$ cat config.mk
export PLATFORM = sky130hd
export DESIGN_NAME = spim_master
export DESIGN_NICKNAME = d
export VERILOG_FILES = /design/src/rtl/spim_pkg.sv /design/src/rtl/spim_rxfifo.sv /design/src/rtl/spim_crc.sv /design/src/rtl/spim_shifter.sv /design/src/rtl/spim_master.sv
export SDC_FILE = /design/constraint.sdc
export NUM_CORES = 1
export LEC_CHECK = 0
export BUFFER_PORTS_ARGS = -buffer_cell sky130_fd_sc_hd__buf_2
export CAP_MARGIN = 20
export CORE_MARGIN = 2
export CORE_UTILIZATION = 63
export CTS_CLUSTER_SIZE = 25
export DETAILED_ROUTE_END_ITERATION = 6
export GPL_TIMING_DRIVEN = 0
export PLACE_DENSITY = 0.89
export SYNTH_ARGS = -nofsm -noshare
export SYNTH_HDL_FRONTEND = slang
export SYNTH_HIERARCHICAL = 1
export SYNTH_SLANG_ARGS = --single-unit
$ cat constraint.sdc
create_clock -name clk -period 6.3 [get_ports clk]
set_clock_uncertainty 0.2 [all_clocks]
set_input_delay 0.63 -clock clk [delete_from_list [all_inputs] [get_ports clk]]
set_output_delay 0.63 -clock clk [all_outputs]
set_load 0.01 [all_outputs]
$ cat src/rtl/spim_pkg.sv
package spim_pkg;
   typedef enum logic [1:0] {SP_IDLE, SP_LEAD, SP_SHIFT, SP_TRAIL} spim_state_e;

   localparam logic [1:0] CRC_CCITT = 2'd0;
   localparam logic [1:0] CRC_16    = 2'd1;
   localparam logic [1:0] CRC_7     = 2'd2;

   // One serial step of the selected polynomial, most significant bit first
   function automatic logic [15:0] crc_next(input logic [15:0] cur, input logic din,
                                            input logic [1:0] mode);
      logic        fb;
      logic [15:0] nxt;
      if (mode == CRC_7) begin
         fb  = cur[6] ^ din;
         nxt = {9'd0, cur[5:0], 1'b0} ^ (fb ? 16'h0009 : 16'h0000);
      end else begin
         fb  = cur[15] ^ din;
         nxt = {cur[14:0], 1'b0} ^ (fb ? ((mode == CRC_16) ? 16'h8005 : 16'h1021) : 16'h0000);
      end
      return nxt;
   endfunction
endpackage

$ cat src/rtl/spim_rxfifo.sv
module spim_rxfifo #(
   parameter int DEPTH = 8,
   parameter int WIDTH = 8,
   localparam int AW   = $clog2(DEPTH),
   localparam int LW   = AW + 1
) (
   input  logic             clk,
   input  logic             rst_n,
   input  logic             push,
   input  logic [WIDTH-1:0] push_data,
   input  logic             pop,
   output logic [WIDTH-1:0] pop_data,
   output logic [LW-1:0]    level,
   input  logic             err_clr,
   output logic             err
);
   logic [WIDTH-1:0] mem [DEPTH];
   logic [AW-1:0]    wr_ptr, rd_ptr;
   logic             empty, full, pop_ok, push_ok;

   assign empty   = (level == '0);
   assign full    = (level == LW'(DEPTH));
   assign pop_ok  = pop && !empty;
   assign push_ok = push && (!full || pop_ok);
   assign pop_data = mem[rd_ptr];

   for (genvar i = 0; i < DEPTH; i++) begin : g_slot
      always_ff @(posedge clk) begin
         if (push_ok && (wr_ptr == AW'(i))) mem[i] <= push_data;
      end
   end

   always_ff @(posedge clk or negedge rst_n) begin
      if (!rst_n) begin
         wr_ptr <= '0;
         rd_ptr <= '0;
         level  <= '0;
         err    <= 1'b0;
      end else begin
         if (push_ok) wr_ptr <= wr_ptr + 1'b1;
         if (pop_ok)  rd_ptr <= rd_ptr + 1'b1;
         level <= level + LW'(push_ok) - LW'(pop_ok);
         if ((push && !push_ok) || (pop && empty)) err <= 1'b1;
         else if (err_clr)                        err <= 1'b0;
      end
   end
endmodule

$ cat src/rtl/spim_crc.sv
module spim_crc
   import spim_pkg::*;
(
   input  logic        clk,
   input  logic        rst_n,
   input  logic        clr,
   input  logic        en,
   input  logic        din,
   input  logic [1:0]  mode,
   output logic [15:0] value
);
   logic [15:0] crc_q;

   always_ff @(posedge clk or negedge rst_n) begin
      if (!rst_n)  crc_q <= 16'hFFFF;
      else if (clr) crc_q <= 16'hFFFF;
      else if (en)  crc_q <= crc_next(crc_q, din, mode);
   end

   assign value = (mode == CRC_7) ? {9'd0, crc_q[6:0]} : crc_q;
endmodule

$ cat src/rtl/spim_shifter.sv
module spim_shifter
   import spim_pkg::*;
#(
   parameter int DIV_W = 4,
   parameter int GAP_W = 4
) (
   input  logic             clk,
   input  logic             rst_n,
   input  logic             start,
   input  logic             three_wire,
   input  logic             rx_dir,
   input  logic [2:0]       len,
   input  logic [7:0]       tx_byte,
   input  logic [DIV_W-1:0] div,
   input  logic [GAP_W-1:0] gap,
   input  logic             crc_rx_sel,
   input  logic             miso,
   output logic             sck,
   output logic             mosi,
   output logic             mosi_oe,
   output logic             active,
   output logic             crc_en,
   output logic             crc_bit,
   output logic             push,
   output logic [7:0]       push_data
);
   spim_state_e      st;
   logic [GAP_W-1:0] gcnt;
   logic [DIV_W-1:0] hcnt;
   logic             sck_q, tw_q, rxd_q;
   logic [3:0]       bleft;
   logic [7:0]       tx_sh, rx_sh;
   logic             edge_now, rise, store_en;

   assign edge_now = (st == SP_SHIFT) && (hcnt == div);
   assign rise     = edge_now && !sck_q;
   assign store_en = !tw_q || rxd_q;

   always_ff @(posedge clk or negedge rst_n) begin
      if (!rst_n) begin
         st    <= SP_IDLE;
         gcnt  <= '0;
         hcnt  <= '0;
         sck_q <= 1'b0;
         bleft <= '0;
         tx_sh <= '0;
         rx_sh <= '0;
         tw_q  <= 1'b0;
         rxd_q <= 1'b0;
      end else begin
         case (st)
            SP_IDLE: if (start) begin
               st    <= SP_LEAD;
               gcnt  <= gap;
               hcnt  <= '0;
               sck_q <= 1'b0;
               tx_sh <= tx_byte;
               rx_sh <= '0;
               bleft <= (len == 3'd0) ? 4'd8 : {1'b0, len};
               tw_q  <= three_wire;
               rxd_q <= rx_dir;
            end
            SP_LEAD: if (gcnt == '0) st <= SP_SHIFT;
                     else            gcnt <= gcnt - 1'b1;
            SP_SHIFT: if (edge_now) begin
               hcnt  <= '0;
               sck_q <= !sck_q;
               if (!sck_q) begin
                  rx_sh <= {rx_sh[6:0], miso};
                  bleft <= bleft - 1'b1;
               end else if (bleft == 4'd0) begin
                  st   <= SP_TRAIL;
                  gcnt <= gap;
               end else begin
                  tx_sh <= {tx_sh[6:0], 1'b0};
               end
            end else begin
               hcnt <= hcnt + 1'b1;
            end
            SP_TRAIL: if (gcnt == '0) st <= SP_IDLE;
                      else            gcnt <= gcnt - 1'b1;
            default: st <= SP_IDLE;
         endcase
      end
   end

   assign active    = (st != SP_IDLE);
   assign sck       = sck_q;
   assign mosi      = tx_sh[7];
   assign mosi_oe   = active ? !(tw_q && rxd_q) : !three_wire;
   assign crc_en    = rise;
   assign crc_bit   = (tw_q ? rxd_q : crc_rx_sel) ? miso : tx_sh[7];
   assign push      = rise && (bleft == 4'd1) && store_en;
   assign push_data = {rx_sh[6:0], miso};
endmodule

$ cat src/rtl/spim_master.sv
module spim_master #(
   parameter int DIV_W      = 4,
   parameter int GAP_W      = 4,
   parameter int FIFO_DEPTH = 8,
   localparam int LVL_W     = $clog2(FIFO_DEPTH) + 1
) (
   input  logic             clk,
   input  logic             rst_n,
   input  logic             cfg_three_wire,
   input  logic             cfg_auto_ss,
   input  logic             cfg_manual_ss,
   input  logic [DIV_W-1:0] cfg_div,
   input  logic [GAP_W-1:0] cfg_gap,
   input  logic             cfg_crc_rx_sel,
   input  logic [1:0]       cfg_crc_mode,
   input  logic             crc_clear,
   input  logic             fifo_err_clr,
   input  logic             xfer_start,
   input  logic             xfer_rx,
   input  logic [2:0]       xfer_len,
   input  logic [7:0]       tx_data,
   input  logic             rd_en,
   output logic [7:0]       rd_data,
   output logic [LVL_W-1:0] fifo_level,
   output logic             fifo_err,
   output logic             busy,
   output logic [15:0]      crc_value,
   output logic             spi_sck,
   output logic             spi_ss_n,
   output logic             spi_mosi,
   output logic             spi_mosi_oe,
   input  logic             spi_miso
);
   if (DIV_W < 1 || DIV_W > 12) begin : g_bad_div
      $error("spim_master: DIV_W out of range");
   end
   if (GAP_W < 1 || GAP_W > 12) begin : g_bad_gap
      $error("spim_master: GAP_W out of range");
   end
   if (FIFO_DEPTH < 2 || (FIFO_DEPTH & (FIFO_DEPTH - 1)) != 0) begin : g_bad_depth
      $error("spim_master: FIFO_DEPTH must be a power of two of at least 2");
   end

   logic       crc_en, crc_bit, push;
   logic [7:0] push_data;

   spim_shifter #(.DIV_W(DIV_W), .GAP_W(GAP_W)) u_shift (
      .clk(clk), .rst_n(rst_n), .start(xfer_start), .three_wire(cfg_three_wire),
      .rx_dir(xfer_rx), .len(xfer_len), .tx_byte(tx_data), .div(cfg_div), .gap(cfg_gap),
      .crc_rx_sel(cfg_crc_rx_sel), .miso(spi_miso), .sck(spi_sck), .mosi(spi_mosi),
      .mosi_oe(spi_mosi_oe), .active(busy), .crc_en(crc_en), .crc_bit(crc_bit),
      .push(push), .push_data(push_data)
   );

   spim_rxfifo #(.DEPTH(FIFO_DEPTH), .WIDTH(8)) u_fifo (
      .clk(clk), .rst_n(rst_n), .push(push), .push_data(push_data), .pop(rd_en),
      .pop_data(rd_data), .level(fifo_level), .err_clr(fifo_err_clr), .err(fifo_err)
   );

   spim_crc u_crc (
      .clk(clk), .rst_n(rst_n), .clr(crc_clear), .en(crc_en), .din(crc_bit),
      .mode(cfg_crc_mode), .value(crc_value)
   );

   assign spi_ss_n = cfg_auto_ss ? !busy : !cfg_manual_ss;
endmodule

# Word level (Yosys, flattened, before mapping)
# Memories as Yosys holds them, arrays and structs flattened.
# Index checks and enable logic that the tools add are counted.
# totals
romBits	0
ff_bits	59
latch_bits	0
memories	1
in_bits	33
ramBits	64
elab_cells	187
# op_classes
n_mux	83
add_sub_neg	7
n_div	0
multipliers	0
bitwise	4
n_shift	0
eq_ne	24
n_reduce_logical	54
order_cmp	0
# mem_list
name	depth	word_bits	rd	rd_ports_with_merged_regs	wr	line_no	text
u_fifo.mem	8	8	1	0	1	spim_rxfifo.sv:17	logic [WIDTH-1:0] mem [DEPTH];
# op_table
op	count
16-bit two-way mux	6
8-bit two-way mux	11
8-bit OR reduction	7
4-bit two-way mux	12
1-bit two-way mux	31
3-bit two-way mux	7
7-bit two-way mux	3
1-bit logical AND	17
4-bit case mux with 2 select lines	2
8-bit case mux with 2 select lines	1
16-bit bitwise XOR	1
7-bit by 16-bit bitwise XOR with 16-bit output	1
7-bit case mux with 2 select lines	1
3-bit equality test (second input constant)	4
4-bit logical NOT	3
2-bit two-way mux	6
4-bit case mux with 3 select lines	1
2-bit inequality test (second input constant)	5
5-bit AND reduction	2
1-bit logical NOT	9
2-bit by 1-bit inequality test with 1-bit output (second input constant)	4
2-bit case mux with 4 select lines	1
2-bit nonzero test	4
4-bit by 1-bit subtractor with 4-bit output (second input constant)	2
21 further kinds	31

# Longest topological paths before layout
# Gate-level depths: netlist (run 1).
# depth
ltp_word	17
ltp_mapped	11
mapped_depth_nobuf	11

# Hierarchy
# The synthesis (run 1) kept the hierarchy.
# modules_own_cells
module	seq_area_each_um2	n_inst	cells_per_inst	area_per_inst_um2
spim_rxfifo	2197.1	1	159	3184.3
spim_shifter	800.8	1	219	2063.2
spim_crc	420.4	1	93	919.6
spim_master	0.0	1	1	10.0

# Worst setup path after synthesis (run 1)
# No wires, ideal clock.
# synth_timing
path_kind	input -> register
from	input cfg_div[0]
to	memory u_fifo.mem[0][0] (enable)
arrival_time_ns	2.465
slack_ns	3.303
stages	8
cell_sequence	xnor2_1 > nand4_2 > buf_2 > nor3_2 > and3_1 > o21a_1 > clkbuf_1 > and3_1
# synth_between
elab_chain_cells	17
# synth_lines
item	line_no	text
from (decl)	spim_master.sv:12	input logic [DIV_W-1:0] cfg_div,
4-bit equality test *	spim_shifter.sv:35	assign edge_now = (st == SP_SHIFT) && (hcnt == div);
1-bit logical AND *	spim_shifter.sv:35	
1-bit logical AND *	spim_shifter.sv:36	assign rise = edge_now && !sck_q;
named net crc_en	spim_master.sv:44	logic crc_en, crc_bit, push;
1-bit logical AND * (2 in a row)	spim_shifter.sv:93	assign push = rise && (bleft == 4'd1) && store_en;
named net push	spim_master.sv:44	
1-bit logical AND *	spim_rxfifo.sv:24	assign push_ok = push && (!full || pop_ok);
1-bit logical AND	spim_rxfifo.sv:29	if (push_ok && (wr_ptr == AW'(i))) mem[i] <= push_data;
1-bit two-way mux	spim_rxfifo.sv:29	
1-bit two-way mux (not written as such)	spim_rxfifo.sv:29	
8-bit OR reduction (no source line)	--	
3-bit two-way mux (no source line) / 1-bit two-way mux (equally long branches) (7 in a row)	--	
to (decl)	spim_rxfifo.sv:17	
# The timed path passes the listed nets; every way through them passes the cells marked *.

# Final worst setup path (run 1)
# layout_timing
from	register u_shift.hcnt[0]
to	memory u_fifo.mem[6][7] (enable)
# layout_between
elab_chain_cells	17
# layout_lines
item	line_no	text
from (decl)	spim_shifter.sv:29	logic [DIV_W-1:0] hcnt;
from (signal assigned)	spim_shifter.sv:78	hcnt <= hcnt + 1'b1;
4-bit equality test *	spim_shifter.sv:35	
1-bit logical AND *	spim_shifter.sv:35	
1-bit logical AND *	spim_shifter.sv:36	
named net crc_en	spim_master.sv:44	
1-bit logical AND * (2 in a row)	spim_shifter.sv:93	
named net push	spim_master.sv:44	
1-bit logical AND *	spim_rxfifo.sv:24	
1-bit logical AND	spim_rxfifo.sv:29	
1-bit two-way mux	spim_rxfifo.sv:29	
1-bit two-way mux (not written as such)	spim_rxfifo.sv:29	
8-bit OR reduction (no source line)	--	
3-bit two-way mux (no source line) / 1-bit two-way mux (equally long branches) (7 in a row)	--	
# Marks and branches as above.

==> metrics.txt, run 1 <==
outcome complete, no violations; CP endpoint kind register; P_leak between 2 and 3 nW; max-cap viol count 0; full die area 10600 µm²; cell row count 36; Fmax achieved between 200 and 300 MHz; Worst Path Max Fanout 10; Filler cells roughly 600; vias per cell 6.18; Iter 0 DRT Violations approximately 300; critical path class register to register; Final Cycle Share between 50 and 60%; Max Slew Vio Count 0; number of flops mapped to enable cells by yosys 64; synthesized instance count around 470; Die Ht between 100 and 150 µm; vias in the first global route 4134; number of nets with antenna violations after routing 0; CTS Sinks approximately 120; Synth Area in XOR/XNOR between 2 and 2.5%; Final nets around 610; gr usage total 27.4%; first-pass GRT wire length about 21000 µm; reg2reg end u_fifo/mem[6][7]; I/O pins 67; Setup WS post-layout around 2700 ps; Post-Synthesis Net Count between 500 and 600; initial antenna violation count 0; Worst Tran Pin Value between 700 and 800 ps; RSZ-0062 raised after global routing no; largest net degree at the start of global routing 33; post-synthesis compound-gate area fraction between 10% and 20%; DR pass1 iterations 5; crit path to u_fifo/mem[6][7]; final setup vio count 0; multiplexer share of the synthesized area between 10% and 20%; post-CTS setup buffers 0; TritonCTS Buffers 17; crit path DAT 3580 ps; #FFs+latches synth around 120; Worst R2R Setup Slack roughly 2700 ps; clock root cell clkbuf_8; Synth Area in Simple Gates 12.5%; Startpoint Class register; Required @ worst endpoint 6250 ps; Worst-path clk slew ~60 ps; ys async rst share around 48%; synth unique cells 66; Worst slew margin between 40% and 50%; Adder-Cell Fraction of Synth Area under 10%; die width a little over 100 µm; Max H-tree Level 4; Seq/Total Area, Yosys a little under three fifths; DRC viols 0; share of layout cells above drive strength 1 a little over a quarter; RR Startpoint u_shift/hcnt[0]; final hold violation count 0; Area Overhead vs Synth 17.8%; dpl ws roughly 2500 ps; Final min period about 3600 ps; Main synth FF type edfxtp_1; DR vias 4354; total wire length after detailed routing roughly 14000 µm; area of the core between 9000 and 10000 µm²; Placer Congestion approximately 0.89; Setup crit start u_shift/hcnt[0]; power per cell area between 400 and 500 nW/µm²; Port Buffers 65; Bufs on Longest Clock Path 2; Syn Area/Cell 13.1 µm²; global route overflow 0; FF-to-FF path depth 8; largest family of logic cells by synthesized area simple AND/OR/NAND/NOR gates; Hold Crit Class input pin to register; Synth warnings 6; mapped cell area 6180 µm²; DPL Wire Length approximately 8900 µm; CTS tree built; Diodes inserted 0; Setup TNS Final 0 ps; starting density of the core ~64%; Worst-Skew Late Latency around 520 ps; VDD IR-drop max roughly 410 µV; Routed WL per cell ~19 µm
-- final cells by class --
cell class	instances	area, µm²	share of cell area [%]
Timing Repair Buffer	67	355	4.88
Clock buffer	17	414	5.69
Multi-Input combinational cell	299	2500	34.3
Clock inverter	15	161	2.22
Buffer	31	190	2.61
Inverter	19	71.3	0.980
Sequential cell	123	3420	47.0
Tap cell	133	166	2.29
-- cell usage in the layout (no fill, tap or decap), types with 3 or more instances in the layout --
| master | instances |
|---|---|
| o211ai_1 | 15 |
| ha_1 | 20 |
| a21oi_1 | 11 |
| nor3_1 | 11 |
| a211o_1 | 18 |
| nor3b_1 | 4 |
| nand2b_1 | 8 |
| or3_1 | 3 |
| mux2i_1 | 7 |
| buf_4 | 8 |
| and3_1 | 22 |
| edfxtp_1 | 64 |
| nand2_1 | 26 |
| clkinv_4 | 3 |
| nand4_1 | 4 |
| nand3_1 | 10 |
| a22o_1 | 7 |
| dfstp_2 | 16 |
| a21o_1 | 7 |
| clkbuf_1 | 9 |
| o21ai_0 | 6 |
| xnor2_1 | 10 |
| and2_1 | 11 |
| clkbuf_16 | 16 |
| mux2_2 | 14 |
| inv_1 | 17 |
| nor2_1 | 15 |
| dfrtp_1 | 43 |
| inv_6 | 6 |
| nor2b_1 | 11 |
| buf_2 | 74 |
| mux4_1 | 16 |
| xor2_1 | 3 |
| o21a_1 | 3 |
-- synthesized netlist by cell type, types with 3 or more instances --
| master | n | area, µm² |
|---|---|---|
| xor2_1 | 3 | 26.3 |
| inv_1 | 17 | 63.8 |
| buf_4 | 8 | 60.1 |
| and3_1 | 22 | 138 |
| nand2_1 | 26 | 97.6 |
| dfrtp_1 | 43 | 1080 |
| a21oi_1 | 11 | 55.1 |
| mux2_2 | 14 | 158 |
| mux4_1 | 16 | 420 |
| xnor2_1 | 10 | 87.6 |
| dfstp_2 | 16 | 420 |
| or3_1 | 3 | 18.8 |
| nand4_1 | 4 | 25.0 |
| nor2b_1 | 11 | 68.8 |
| ha_1 | 20 | 250 |
| nor3_1 | 11 | 55.1 |
| nor2_1 | 15 | 56.3 |
| a21o_1 | 7 | 52.6 |
| nor3b_1 | 4 | 30.0 |
| edfxtp_1 | 64 | 1920 |
| mux2i_1 | 7 | 70.1 |
| clkbuf_1 | 9 | 33.8 |
| a211o_1 | 18 | 158 |
| o21a_1 | 3 | 22.5 |
| a22o_1 | 7 | 61.3 |
| buf_2 | 9 | 45.0 |
| o211ai_1 | 15 | 113 |
| o21ai_0 | 6 | 30.0 |
| nand3_1 | 10 | 50.1 |
| nand2b_1 | 8 | 50.1 |
| and2_1 | 11 | 68.8 |
-- stage by stage --
stage | hold slack (ps) | area (µm²) | util, % | total power, mW | instances
3_5_place_dp | 303 | 6690 | 69.4 | 2.32 | 671
4_1_cts | 134 | 7270 | 75.5 | 3.27 | 704
5_1_grt | 150 | 7270 | 75.5 | 3.45 | 704
6_report | 154 | 7270 | 75.5 | 3.26 | 704
2_1_floorplan | 134 | 6180 | - | 1.98 | 472
3_3_place_gp | 288 | 6670 | 69.2 | 2.24 | 670
-- layer usage --
layer / up-vias / part of all wire (%) / GRT usage, %
met3: 19 / 6.4 / 5.29
met2: 221 / 53 / 48.4
met1: 2145 / 39 / 33.9
met4: 0 / 1.5 / 9.31
met5: - / 0 / 0
li1: 1969 / - / -
-- state kept, by name, indices dropped and copies added, names as in the netlist --
register       count
u_crc/crc_q       16
u_fifo/err         1
u_fifo/level       4
u_fifo/mem        64
u_fifo/rd_ptr      3
u_fifo/wr_ptr      3
u_shift/bleft      4
u_shift/gcnt       4
u_shift/hcnt       4
u_shift/rx_sh      7
u_shift/rxd_q      1
u_shift/sck        1
u_shift/st         2
u_shift/tw_q       1
u_shift/tx_sh      8
-- kinds of logic after synthesis --
logic type                 Yosys count
and+or+nand+nor                    138
DFF                                123
AOI/OAI and AO/OA                   88
buffers and inverters               50
muxes                               38
adders and majority gates           21
xor gates and xnor gates            14
-- what timing repair did --
action                                 CTS  global route
hold buffers                             1             0
gates resized for setup                  0             0
endpoints found under the hold margin   13             0
-- power breakdown --
group	internal, mW	leakage [nW]	switching [mW]
combinational	0.535	1.42	0.617
sequential	1.02	1.29	0.155
clock	0.569	0.280	0.370
total	2.12	2.99	1.14
-- worst min path at each step --
stage	from	end	depth (start not counted)
finish	xfer_rx	u_shift/rxd_q	2
global route	xfer_rx	u_shift/rxd_q	2
CTS	xfer_rx	u_shift/rxd_q	2
detailed placement	u_shift/tx_sh[5]	u_shift/tx_sh[5]	1
global placement	u_crc/crc_q[6]	u_crc/crc_q[7]	2
floorplan	rst_n	u_fifo/err	0
-- critical path, stage by stage, from the launching register on --
cell	delay, ps
dfrtp_1	430
xnor2_1	250
nand4_2	280
buf_2	290
nor3_2	320
and3_1	360
o21a_1	210
clkbuf_1	340
and3_1	570
(Power assumes the default switching activity.)
==> run 2: changes to the inputs <==
--- a/config.mk
+++ b/config.mk
@@ -5,14 +5,15 @@
 export SDC_FILE = /design/constraint.sdc
 export NUM_CORES = 1
 export LEC_CHECK = 0
+export ABC_AREA = 1
 export BUFFER_PORTS_ARGS = -buffer_cell sky130_fd_sc_hd__buf_2
 export CAP_MARGIN = 20
 export CORE_MARGIN = 2
-export CORE_UTILIZATION = 63
+export CORE_UTILIZATION = 59
 export CTS_CLUSTER_SIZE = 25
 export DETAILED_ROUTE_END_ITERATION = 6
 export GPL_TIMING_DRIVEN = 0
-export PLACE_DENSITY = 0.89
+export PLACE_DENSITY = 0.84
 export SYNTH_ARGS = -nofsm -noshare
 export SYNTH_HDL_FRONTEND = slang
 export SYNTH_HIERARCHICAL = 1
==> constraint.sdc (replaced) <==
create_clock -name clk -period 3.55 [get_ports clk]
set_clock_uncertainty 0.2 [all_clocks]
set_input_delay 0.355 -clock clk [delete_from_list [all_inputs] [get_ports clk]]
set_output_delay 0.355 -clock clk [all_outputs]
set_load 0.01 [all_outputs]
==> metrics.txt, run 2 <==
dpl cells 908 (was 671); Placer Congestion 0.846 (was 0.886); Setup WS post-layout 314 ps (was 2670 ps); DRC viols 0 (unchanged); Setup TNS Final 0 ps (unchanged); Final Cycle Share 91.2% (was 57.6%); largest family of logic cells by synthesized area simple AND/OR/NAND/NOR gates (unchanged); Worst Tran Pin Value 721 ps (was 757 ps); multiplexer share of the synthesized area 0.357% (was 10.7%); Max Slew Vio Count 0 (unchanged); Iter 0 DRT Violations 361 (was 298); max reg flops 64 (unchanged); gr usage total 27.2% (was 27.4%); CTS tree built (unchanged); Logic pwr share 38.9% (was 35.3%); vias in the first global route 5193 (was 4134); clock root cell clkbuf_8 (unchanged); commonest cells after routing, fill and taps aside nand2_1, buf_2, inv_1 (was buf_2, edfxtp_1, dfrtp_1); Synth Area in Simple Gates 25.3% (was 12.5%); Worst-path clk slew 60 ps (about the same); dpl ws 158 ps (was 2490 ps); Worst Path Max Fanout 10 (unchanged); top cell family by delay on the critical path simple AND/OR/NAND/NOR gates (unchanged); DR vias 5251 (was 4354); Biggest register u_fifo/mem (unchanged); Placed Area 6830 µm² (was 6690 µm²); Filler cells 732 (was 606); synthesized instance count 705 (was 472); finished layout cell area 7640 µm² (was 7270 µm²); commonest non-fill, non-tap cell in the layout nand2_1 (was buf_2); P_leak 3.69 nW (was 2.99 nW); share of layout cells above drive strength 1 22.5% (was 27.1%); vias per cell 5.48 (was 6.18); Yosys top cell by area edfxtp_1 (unchanged); Die Ht 107 µm (was 103 µm); Startpoint Class register (unchanged); TritonCTS Buffers 17 (unchanged); synth unique cells 37 (was 66); number of flops mapped to enable cells by yosys 64 (unchanged); Psw 2.28 mW (was 1.14 mW); Bufs on Longest Clock Path 2 (unchanged); Critical Path, Cell by Cell inv_1 -> ha_1 -> buf_4 -> clkbuf_1 -> nand4_1 -> nor2_2 -> nand2_4 -> buf_6 -> nor2_1 (was xnor2_1 -> nand4_2 -> buf_2 -> nor3_2 -> and3_1 -> o21a_1 -> clkbuf_1 -> and3_1); RSZ-0062 raised after global routing no (unchanged); fin cells 959 (was 704); starting density of the core 60.9% (was 64.1%); Post-Synthesis Net Count 759 (was 526); Port Buffers 66 (was 65); total wire length after detailed routing 14700 µm (was 13600 µm); Max H-tree Level 4 (unchanged); most common cell in the netlist nand2_1 (was edfxtp_1); crit path DAT 3190 ps (was 3580 ps); max-cap viol count 0 (unchanged); largest cells by area after synthesis edfxtp_1, dfrtp_1, nand2_1 (was edfxtp_1, dfrtp_1, dfstp_2); Flop pwr share 31.6% (was 36.0%); post-synth top area share 30.5% (was 31.1%); VDD IR-drop max 481 µV (was 408 µV); post-CTS setup buffers 0 (unchanged); DR pass1 iterations 5 (unchanged); critical path class register to register (unchanged); Hold Crit Class input pin to register (unchanged); Worst-Skew Late Latency 520 ps (about the same); initial antenna violation count 0 (unchanged); CTS Sinks 123 (unchanged); Seq/Total Area, Yosys 54.2% (was 55.3%); Final nets 864 (was 612); power per cell area 785 nW/µm² (was 449 nW/µm²); largest net degree at the start of global routing 35 (was 33); top cells by count, synth nand2_1, inv_1, edfxtp_1 (was edfxtp_1, dfrtp_1, nand2_1); Worst slew margin 51.7% (was 49.5%); internal power 3.72 mW (was 2.12 mW); Synth warnings 6 (unchanged); number of nets with antenna violations after routing 0 (unchanged); Critical Path Slowest Stage Cell nor2_1 (was and3_1); die width 107 µm (was 103 µm); Fmax achieved 309 MHz (was 275 MHz); Sw Share 38.0% (was 35.0%); CP endpoint kind register (unchanged); Main synth FF type edfxtp_1 (unchanged); mapped cell area 6310 µm² (was 6180 µm²); full die area 11500 µm² (was 10600 µm²); Synth Area in XOR/XNOR 0.694% (was 2.11%); slowest stage delay, CP 550 ps (was 570 ps); final hold violation count 0 (unchanged); area of the core 10400 µm² (was 9640 µm²); Required @ worst endpoint 3500 ps (was 6250 ps); worst path bufs/invs 4 (was 2); ys async rst share 48.0% (unchanged); #FFs+latches synth 123 (unchanged); Adder-Cell Fraction of Synth Area 4.28% (was 4.38%); Final min period 3240 ps (was 3630 ps); global route overflow 0 (unchanged); I/O pins 67 (unchanged); Clock Power Share 29.5% (was 28.7%); final setup vio count 0 (unchanged); top flop regs u_fifo/mem x64, u_crc/crc_q x16, u_shift/tx_sh x8 (unchanged); Routed WL per cell 15.3 µm (was 19.3 µm); DPL Wire Length 9560 µm (was 8910 µm); Syn Area/Cell 8.95 µm² (was 13.1 µm²); Diodes inserted 0 (unchanged); post-synthesis compound-gate area fraction 6.30% (was 10.7%); cell row count 37 (was 36); outcome complete, no violations (unchanged); first-pass GRT wire length 24300 µm (was 21400 µm); Area Overhead vs Synth 21.1% (was 17.8%)
-- run 2: cell types whose count changed after synthesis, moves of 9 or more --
cell | before | now
nand2_1 | 26 | 229
inv_1 | 17 | 73
nor2_1 | 15 | 50
nand4_1 | 4 | 31
o21ai_0 | 6 | 31
and3_1 | 22 | 0
a211o_1 | 18 | 0
nand3_1 | 10 | 27
mux4_1 | 16 | 0
mux2_2 | 14 | 2
and2_1 | 11 | 0
nor2b_1 | 11 | 0
o21ai_1 | 1 | 10
-- run 2: power groups by stage --
stage | logic [mW] | clock network, mW | registers (mW)
after global routing | 2.61 | 1.85 | 1.92
final | 2.34 | 1.77 | 1.89
after floorplan | 1.63 | 0 | 1.88
after CTS | 2.31 | 1.78 | 1.89
after global placement | 2.15 | 0 | 1.90
after detailed placement | 2.25 | 0 | 1.91
-- run 2: final timing paths --
path	cells past startpoint	end	start	slack (ps)
min in group asynchronous	2	u_shift/gcnt[1]	rst_n	180
setup / recovery	9	u_fifo/mem[7][2]	u_shift/st[0]	310
max in group asynchronous	3	u_crc/crc_q[14]	rst_n	2300
hold / removal	5	u_shift/gcnt[0]	cfg_gap[0]	10
hold reg to reg	2	u_shift/tx_sh[4]	u_shift/tx_sh[4]	280
setup reg to reg	9	u_fifo/mem[7][2]	u_shift/st[0]	310
-- run 2: through the flow --
stage | utilization [%] | hold slack (ps) | power [mW]
after floorplan | - | -141 | 3.52
after global placement | 65.7 | 256 | 4.04
after detailed placement | 65.9 | 189 | 4.17
after CTS | 73.6 | 2.65 | 5.99
after global routing | 73.7 | 31.2 | 6.38
final | 73.7 | 13.2 | 6.00
-- run 2: cell families (layout without fill, tap and decap cells) --
kind of cell,count (synthesis),in the layout
muxes,2,2
AOI/OAI and AO/OA,73,73
adders and majority gates,21,21
DFF,123,123
buffers and inverters,115,233
xor gates and xnor gates,5,5
and+or+nand+nor,366,366
-- run 2: final cells by class --
| class | instances | area (µm²) | area share [%] |
|---|---|---|---|
| Sequential cell | 123 | 3420 | 44.7 |
| Multi-Input combinational cell | 467 | 2350 | 30.7 |
| Timing Repair Buffer | 86 | 541 | 7.07 |
| Clock buffer | 20 | 435 | 5.70 |
| Inverter | 82 | 308 | 4.03 |
| Buffer | 33 | 251 | 3.29 |
| Clock inverter | 12 | 171 | 2.24 |
| Tap cell | 136 | 170 | 2.23 |
-- run 2: layer usage --
layer / wire, µm / GRT usage (%)
met2: 7460 / 46.5
met5: 0 / 0
met1: 6140 / 34.5
met4: 221 / 8.88
met3: 896 / 6.17
-- run 2: repair_timing --
action | CTS | global route
setup endpoints to repair | 0 | 41
hold buffers | 19 | 0
hold endpoints to repair | 36 | 0
resized for setup | 0 | 6
-- run 2: worst min-delay path: stages --
cell and delay (ps):
buf_2 80, nand2_1 40, o21ai_0 60, nand4_1 90, nand2_1 80
